$ cat src/rtl/susp_pkg.sv
package susp_pkg;

    localparam int CNT_W = 8;

    localparam logic [7:0] A_IDLE_CNT = 8'h94;
    localparam logic [7:0] A_RUN_CNT  = 8'h95;
    localparam logic [7:0] A_SUS_CFG  = 8'h96;
    localparam logic [7:0] A_PM_CTL   = 8'h80;
    localparam logic [7:0] A_IRQ_CNT  = 8'h8C;
    localparam logic [7:0] A_VID_CNT  = 8'h8D;

    localparam int B_MOD_EN = 0;
    localparam int B_GATE   = 0;
    localparam int B_IRQ_EN = 3;
    localparam int B_VID_EN = 4;

    localparam int N_SPD    = 2;
    localparam int SPD_IRQ  = 0;
    localparam int SPD_VID  = 1;

    typedef enum logic {PH_RUN = 1'b0, PH_IDLE = 1'b1} phase_e;

    typedef struct packed {
        logic [CNT_W-1:0] idle_cnt;
        logic [CNT_W-1:0] run_cnt;
        logic             mod_en;
        logic             gate;
        logic             irq_en;
        logic             vid_en;
        logic [CNT_W-1:0] irq_cnt;
        logic [CNT_W-1:0] vid_cnt;
    } ctrl_t;

endpackage

$ cat src/rtl/susp_tick_gen.sv
module susp_tick_gen #(
    parameter int TICK_DIV = 6400,
    parameter int MS_TICKS = 31
) (
    input  logic clk,
    input  logic rst,
    output logic tick,
    output logic ms_tick
);
    localparam int TW = $clog2(TICK_DIV + 1);
    localparam int MW = $clog2(MS_TICKS + 1);

    typedef struct packed {
        logic [TW-1:0] div;
        logic [MW-1:0] ms;
    } tick_st_t;

    tick_st_t st_d, st_q;

    always_comb begin
        st_d    = st_q;
        tick    = (st_q.div == TW'(TICK_DIV - 1));
        ms_tick = tick && (st_q.ms == MW'(MS_TICKS - 1));
        if (tick) st_d.div = '0;
        else      st_d.div = st_q.div + TW'(1);
        if (ms_tick)   st_d.ms = '0;
        else if (tick) st_d.ms = st_q.ms + MW'(1);
    end

    always_ff @(posedge clk) begin
        if (rst) st_q <= '0;
        else     st_q <= st_d;
    end
endmodule

$ cat src/rtl/susp_regs.sv
module susp_regs
    import susp_pkg::*;
(
    input  logic       clk,
    input  logic       rst,
    input  logic [7:0] addr,
    input  logic       wr_en,
    input  logic [7:0] wdata,
    output logic [7:0] rdata,
    output ctrl_t      ctrl
);
    typedef struct packed {
        logic [7:0] idle_cnt;
        logic [7:0] run_cnt;
        logic [7:0] sus_cfg;
        logic [7:0] pm_ctl;
        logic [7:0] irq_cnt;
        logic [7:0] vid_cnt;
    } regs_t;

    regs_t rg_d, rg_q;

    always_comb begin
        rg_d = rg_q;
        if (wr_en) begin
            unique case (addr)
                A_IDLE_CNT: rg_d.idle_cnt = wdata;
                A_RUN_CNT:  rg_d.run_cnt  = wdata;
                A_SUS_CFG:  rg_d.sus_cfg  = wdata;
                A_PM_CTL:   rg_d.pm_ctl   = wdata;
                A_IRQ_CNT:  rg_d.irq_cnt  = wdata;
                A_VID_CNT:  rg_d.vid_cnt  = wdata;
                default: ;
            endcase
        end
    end

    always_comb begin
        unique case (addr)
            A_IDLE_CNT: rdata = rg_q.idle_cnt;
            A_RUN_CNT:  rdata = rg_q.run_cnt;
            A_SUS_CFG:  rdata = rg_q.sus_cfg;
            A_PM_CTL:   rdata = rg_q.pm_ctl;
            A_IRQ_CNT:  rdata = rg_q.irq_cnt;
            A_VID_CNT:  rdata = rg_q.vid_cnt;
            default:    rdata = 8'h00;
        endcase
    end

    always_comb begin
        ctrl.idle_cnt = rg_q.idle_cnt;
        ctrl.run_cnt  = rg_q.run_cnt;
        ctrl.mod_en   = rg_q.sus_cfg[B_MOD_EN];
        ctrl.gate     = rg_q.pm_ctl[B_GATE];
        ctrl.irq_en   = rg_q.pm_ctl[B_IRQ_EN];
        ctrl.vid_en   = rg_q.pm_ctl[B_VID_EN];
        ctrl.irq_cnt  = rg_q.irq_cnt;
        ctrl.vid_cnt  = rg_q.vid_cnt;
    end

    always_ff @(posedge clk) begin
        if (rst) rg_q <= '0;
        else     rg_q <= rg_d;
    end
endmodule

$ cat src/rtl/susp_speedup_timer.sv
module susp_speedup_timer
    import susp_pkg::*;
(
    input  logic             clk,
    input  logic             rst,
    input  logic             en,
    input  logic             event_in,
    input  logic [CNT_W-1:0] load_val,
    input  logic             ms_tick,
    output logic             busy
);
    logic [CNT_W-1:0] cnt_d, cnt_q;

    always_comb begin
        cnt_d = cnt_q;
        if (!en)
            cnt_d = '0;
        else if (event_in && (load_val != '0))
            cnt_d = load_val;
        else if (ms_tick && (cnt_q != '0))
            cnt_d = cnt_q - CNT_W'(1);
        busy = (cnt_q != '0);
    end

    always_ff @(posedge clk) begin
        if (rst) cnt_q <= '0;
        else     cnt_q <= cnt_d;
    end
endmodule

$ cat src/rtl/susp_window_seq.sv
module susp_window_seq
    import susp_pkg::*;
(
    input  logic             clk,
    input  logic             rst,
    input  logic             run,
    input  logic             tick,
    input  logic [CNT_W-1:0] idle_val,
    input  logic [CNT_W-1:0] run_val,
    output logic             susp_n
);
    typedef struct packed {
        phase_e           phase;
        logic [CNT_W-1:0] rem;
        logic [CNT_W-1:0] run_lat;
    } seq_st_t;

    seq_st_t st_d, st_q;

    always_comb begin
        st_d = st_q;
        if (!run) begin
            st_d.phase   = PH_RUN;
            st_d.rem     = '0;
            st_d.run_lat = '0;
        end else if (tick) begin
            if (st_q.rem > CNT_W'(1)) begin
                st_d.rem = st_q.rem - CNT_W'(1);
            end else if (st_q.phase == PH_IDLE && st_q.run_lat != '0) begin
                st_d.phase = PH_RUN;
                st_d.rem   = st_q.run_lat;
            end else begin
                st_d.run_lat = run_val;
                if (idle_val != '0) begin
                    st_d.phase = PH_IDLE;
                    st_d.rem   = idle_val;
                end else begin
                    st_d.phase = PH_RUN;
                    st_d.rem   = run_val;
                end
            end
        end
        susp_n = !(run && st_q.phase == PH_IDLE);
    end

    always_ff @(posedge clk) begin
        if (rst) st_q <= '{phase: PH_RUN, rem: '0, run_lat: '0};
        else     st_q <= st_d;
    end
endmodule

$ cat src/rtl/susp_mod_gen.sv
module susp_mod_gen
    import susp_pkg::*;
#(
    parameter int TICK_DIV = 6400,
    parameter int MS_TICKS = 31
) (
    input  logic       clk,
    input  logic       rst,
    input  logic [7:0] reg_addr,
    input  logic       reg_wr_en,
    input  logic [7:0] reg_wdata,
    output logic [7:0] reg_rdata,
    input  logic       irq_event,
    input  logic       video_event,
    output logic       susp_n
);
    ctrl_t             ctrl_w;
    logic              tick_w;
    logic              ms_w;
    logic              run_w;
    logic [N_SPD-1:0]  spd_en;
    logic [N_SPD-1:0]  spd_evt;
    logic [N_SPD-1:0]  spd_busy;
    logic [CNT_W-1:0]  spd_load [N_SPD];

    susp_regs u_regs (
        .clk   (clk),
        .rst   (rst),
        .addr  (reg_addr),
        .wr_en (reg_wr_en),
        .wdata (reg_wdata),
        .rdata (reg_rdata),
        .ctrl  (ctrl_w)
    );

    susp_tick_gen #(.TICK_DIV(TICK_DIV), .MS_TICKS(MS_TICKS)) u_tick (
        .clk     (clk),
        .rst     (rst),
        .tick    (tick_w),
        .ms_tick (ms_w)
    );

    always_comb begin
        spd_en[SPD_IRQ]   = ctrl_w.irq_en;
        spd_en[SPD_VID]   = ctrl_w.vid_en;
        spd_evt[SPD_IRQ]  = irq_event;
        spd_evt[SPD_VID]  = video_event;
        spd_load[SPD_IRQ] = ctrl_w.irq_cnt;
        spd_load[SPD_VID] = ctrl_w.vid_cnt;
    end

    for (genvar g = 0; g < N_SPD; g++) begin : g_spd
        susp_speedup_timer u_tmr (
            .clk      (clk),
            .rst      (rst),
            .en       (spd_en[g]),
            .event_in (spd_evt[g]),
            .load_val (spd_load[g]),
            .ms_tick  (ms_w),
            .busy     (spd_busy[g])
        );
    end

    assign run_w = ctrl_w.gate && ctrl_w.mod_en && !(|spd_busy);

    susp_window_seq u_seq (
        .clk      (clk),
        .rst      (rst),
        .run      (run_w),
        .tick     (tick_w),
        .idle_val (ctrl_w.idle_cnt),
        .run_val  (ctrl_w.run_cnt),
        .susp_n   (susp_n)
    );
endmodule

$ cat config.mk
export PLATFORM = sky130hd
export DESIGN_NAME = susp_mod_gen
export DESIGN_NICKNAME = d
export VERILOG_FILES = /design/src/rtl/susp_pkg.sv /design/src/rtl/susp_tick_gen.sv /design/src/rtl/susp_regs.sv /design/src/rtl/susp_speedup_timer.sv /design/src/rtl/susp_window_seq.sv /design/src/rtl/susp_mod_gen.sv
export SDC_FILE = /design/constraint.sdc
export NUM_CORES = 1
export LEC_CHECK = 0
export BUFFER_PORTS_ARGS = -buffer_cell sky130_fd_sc_hd__buf_2
export CAP_MARGIN = 20
export CORE_MARGIN = 2
export CORE_UTILIZATION = 45
export DETAILED_ROUTE_END_ITERATION = 6
export GPL_ROUTABILITY_DRIVEN = 1
export GPL_TIMING_DRIVEN = 0
export SYNTH_ARGS = -nofsm -noshare
export SYNTH_HDL_FRONTEND = slang
export SYNTH_SLANG_ARGS = --single-unit
$ cat constraint.sdc
create_clock -name clk -period 2.3 [get_ports clk]
set_input_delay 0.115 -clock clk [delete_from_list [all_inputs] [get_ports clk]]
set_output_delay 0.115 -clock clk [all_outputs]
set_load 0.005 [all_outputs]
==> metrics.cfg <==
[power]
p_leak_nw=2.177
powerDensity_nw_per_um2=541.3
p_total_mw=3.011
vdd_drop_max_mv=0.4082

[floorplanning]
core_um2=10890
start_util=0.4632
die_w_um=109.9
design.die.area_um2=12070
rows=38
num_io_pins=30
chipHeight_um=109.9

[clocking]
clock_sink_count=99
cts_root_buf=clkbuf_8
cts_resized=0
cts_htree_levels=3
clk_latency_ns=0.39
cts_buffers=9
cts_tree=done
cts_buffer_depth=2
clkSlewWorstSetupHoldPaths_ns=0.11

[cells_and_area]
diodes=0
drive_above_1_share=0.1362
syn_to_final_growth_pct=10.30
fillCellCount=1071
layout.nets=649

[setup_path]
r2r_start=u_tick.st_q[5]
path_cells=inv_1 > ha_1 > or3b_2 > nor2_4 > and4_4 > nand2_1 > buf_2
start_kind=flip-flop
reg2reg_to=u_seq.st_q[11]
cp_top_family=simple AND/OR/NAND/NOR gates
cp_data_required_time_ns=2.18
worstSetupPathType=reg -> out
crit_buf_inv=2
reg2reg_depth=7
r2r_slack_ns=0.23
worstPathMaxFanout=3
cp_slowest_stage_delay_ns=0.49
crit_slowest_cell=or3b_2
critPathCaptureType=primary output
worstPathArrival_ns=2.06

[placement]
place_congestion=0.9464
hpwl_um=9168
port_buffers=27

[synth]
syn_avg_cell_area_um2=8.696
synth_nets=610
synth_seq_cells=99
yosysSeqAreaShare=0.3930
synth_commonest_cells=99 x dfxtp_1, 79 x nand2_1, 57 x nor2_1
netlist_area_um2=5044
ys_types=66
async_reset_ff_frac=0
synth_cells=580
ys.flop_type=dfxtp_1
yosysTopAreaCell=dfxtp_1
synth.most_common_cell=dfxtp_1
synth-edff-count=0
synth_warnings=0
synthTopCellsByArea=dfxtp_1 39%, mux2i_1 8.5%, nand2_1 5.9%
synth_top_area_frac=0.3930

[sta]
tns_ns=0
worst_clock_skew_ns=0.01507
rsz0062_at_grt=no
slew_headroom=0.3370
setup_viol=0
hold_viol=0
min_period_over_period=0.9475
period_needed_ns=2.179
slew_violations=0
fmax_ghz=0.4589
tightestPinTransition_ns=0.9854

[routing]
postRouteAntennaNets=0
post-route-drc-count=0
drtIter0Drc=233
firstDrtPassIters=4
vias=4256
routed_via_density=5.571
drt_wl_total_um=12420
detail_route.wl_per_cell_um=16.25

[grt]
antenna_found_initial=0
grt_pass1_wl_um=20590
grt.total_usage=0.2237
grt_pass1_vias=3998
grt_max_degree=18
grt_overflow_total=0

[hold_path]
min_from=reg_wdata[1]
hold_path_end=u_regs.rg_q[17]
hold_class=in -> reg
hold_depth=3

[status]
outcome=finished clean

[flow_run]
max_cap_viol_count=0

timing repair:
action | in CTS | in global routing
setup buffers | 0 | 1
hold buffers | 0 | 0
endpoints found under the setup margin | 0 | 1
worst reg2reg max path: stages (launching register included):
cell	delay [ns]
dfxtp_1	0.37
ha_1	0.23
and3_1	0.26
and4_1	0.34
and2_1	0.16
clkbuf_1	0.25
o221ai_1	0.21
a31oi_1	0.19
per-stage QoR:
stage                     instances  cell area (um^2)  setup WS, ns    util  hold WS, ns
after CTS                       763              5555       0.03798  0.5102      0.02127
after detailed placement        747              5354        0.2236  0.4917       0.4392
after global routing            764              5563       0.01632  0.5109      0.03440
after global placement          747              5354        0.2803  0.4917       0.4281
final                           764              5563        0.1207  0.5109      0.03630
after floorplan                 580              5044        0.4966       -       0.2589
state kept, by name (all words and copies together) (netlist names):
name,flops
g_spd.u_tmr.cnt_q,16
u_regs.ctrl,36
u_regs.rg_q,12
u_seq.st_q,17
u_tick.st_q,18
how the worst max path moves through the flow:
stage / startpoint / endpoint / slack, ns / depth (start not counted)
final: g_spd[1].u_tmr.cnt_q[0] / susp_n / 0.12 / 7
after global routing: g_spd[0].u_tmr.cnt_q[0] / susp_n / 0.02 / 7
after CTS: g_spd[1].u_tmr.cnt_q[0] / susp_n / 0.04 / 7
after detailed placement: u_tick.st_q[5] / g_spd[0].u_tmr.cnt_q[1] / 0.22 / 7
after global placement: u_tick.st_q[5] / g_spd[0].u_tmr.cnt_q[1] / 0.28 / 7
after floorplan: u_tick.st_q[5] / g_spd[0].u_tmr.cnt_q[1] / 0.50 / 7
cell families after synthesis:
logic type      after synthesis  share of synthesized area
compound gates              101                     0.1203
xor+xnor                     28                    0.04862
fa+ha+maj                     9                    0.02233
buf+inv                      39                    0.03994
flops                        99                     0.3930
mux                          45                    0.08980
simple gates                259                     0.2860
layout make-up:
type	count	area [um^2]	share of cell area
multi-input cells	442	2860	0.5142
flip-flops and latches	99	1982	0.3563
well taps	140	175.2	0.03149
plain buffers	30	167.7	0.03014
repair buffers	28	142.6	0.02564
clock buffers	10	127.6	0.02294
clock inverters	6	73.82	0.01327
inverters	9	33.78	0.006073
routing by layer:
layer | vias up | track usage | share of wire | wire, um
met1 | 2000 | 0.2925 | 0.47 | 5795
met5 | - | 0 | 0 | 0
li1 | 2153 | - | - | -
met2 | 85 | 0.3589 | 0.47 | 5822
met3 | 18 | 0.05335 | 0.041 | 513
met4 | 0 | 0.07957 | 0.023 | 286
placed cells by master (no fill, tap or decap), types with 3 or more instances in the layout:
cell and instances:
a21oi_1 32, a22oi_1 16, a31oi_1 5, and3_1 3, and4_1 3, buf_2 32
buf_4 6, buf_6 4, clkbuf_1 15, clkbuf_8 9, dfxtp_1 99, ha_1 9
inv_1 9, mux2i_1 43, nand2_1 79, nand3_1 36, nand3_4 3, nand3b_1 3
nand4_1 6, nor2_1 57, nor3_1 13, nor3b_1 3, nor4_1 8, nor4_2 4
nor4b_1 4, o21ai_0 29, o21ai_1 4, o221ai_1 3, or4_1 7, or4_4 3
xnor2_1 19, xor2_1 9
report_power, final:
part | switching [mW] | internal, mW
clock network | 0.652 | 0.519
logic | 0.0832 | 0.0342
registers | 0.00473 | 1.72
total | 0.740 | 2.27
Power figures use the tool's default switching activity.
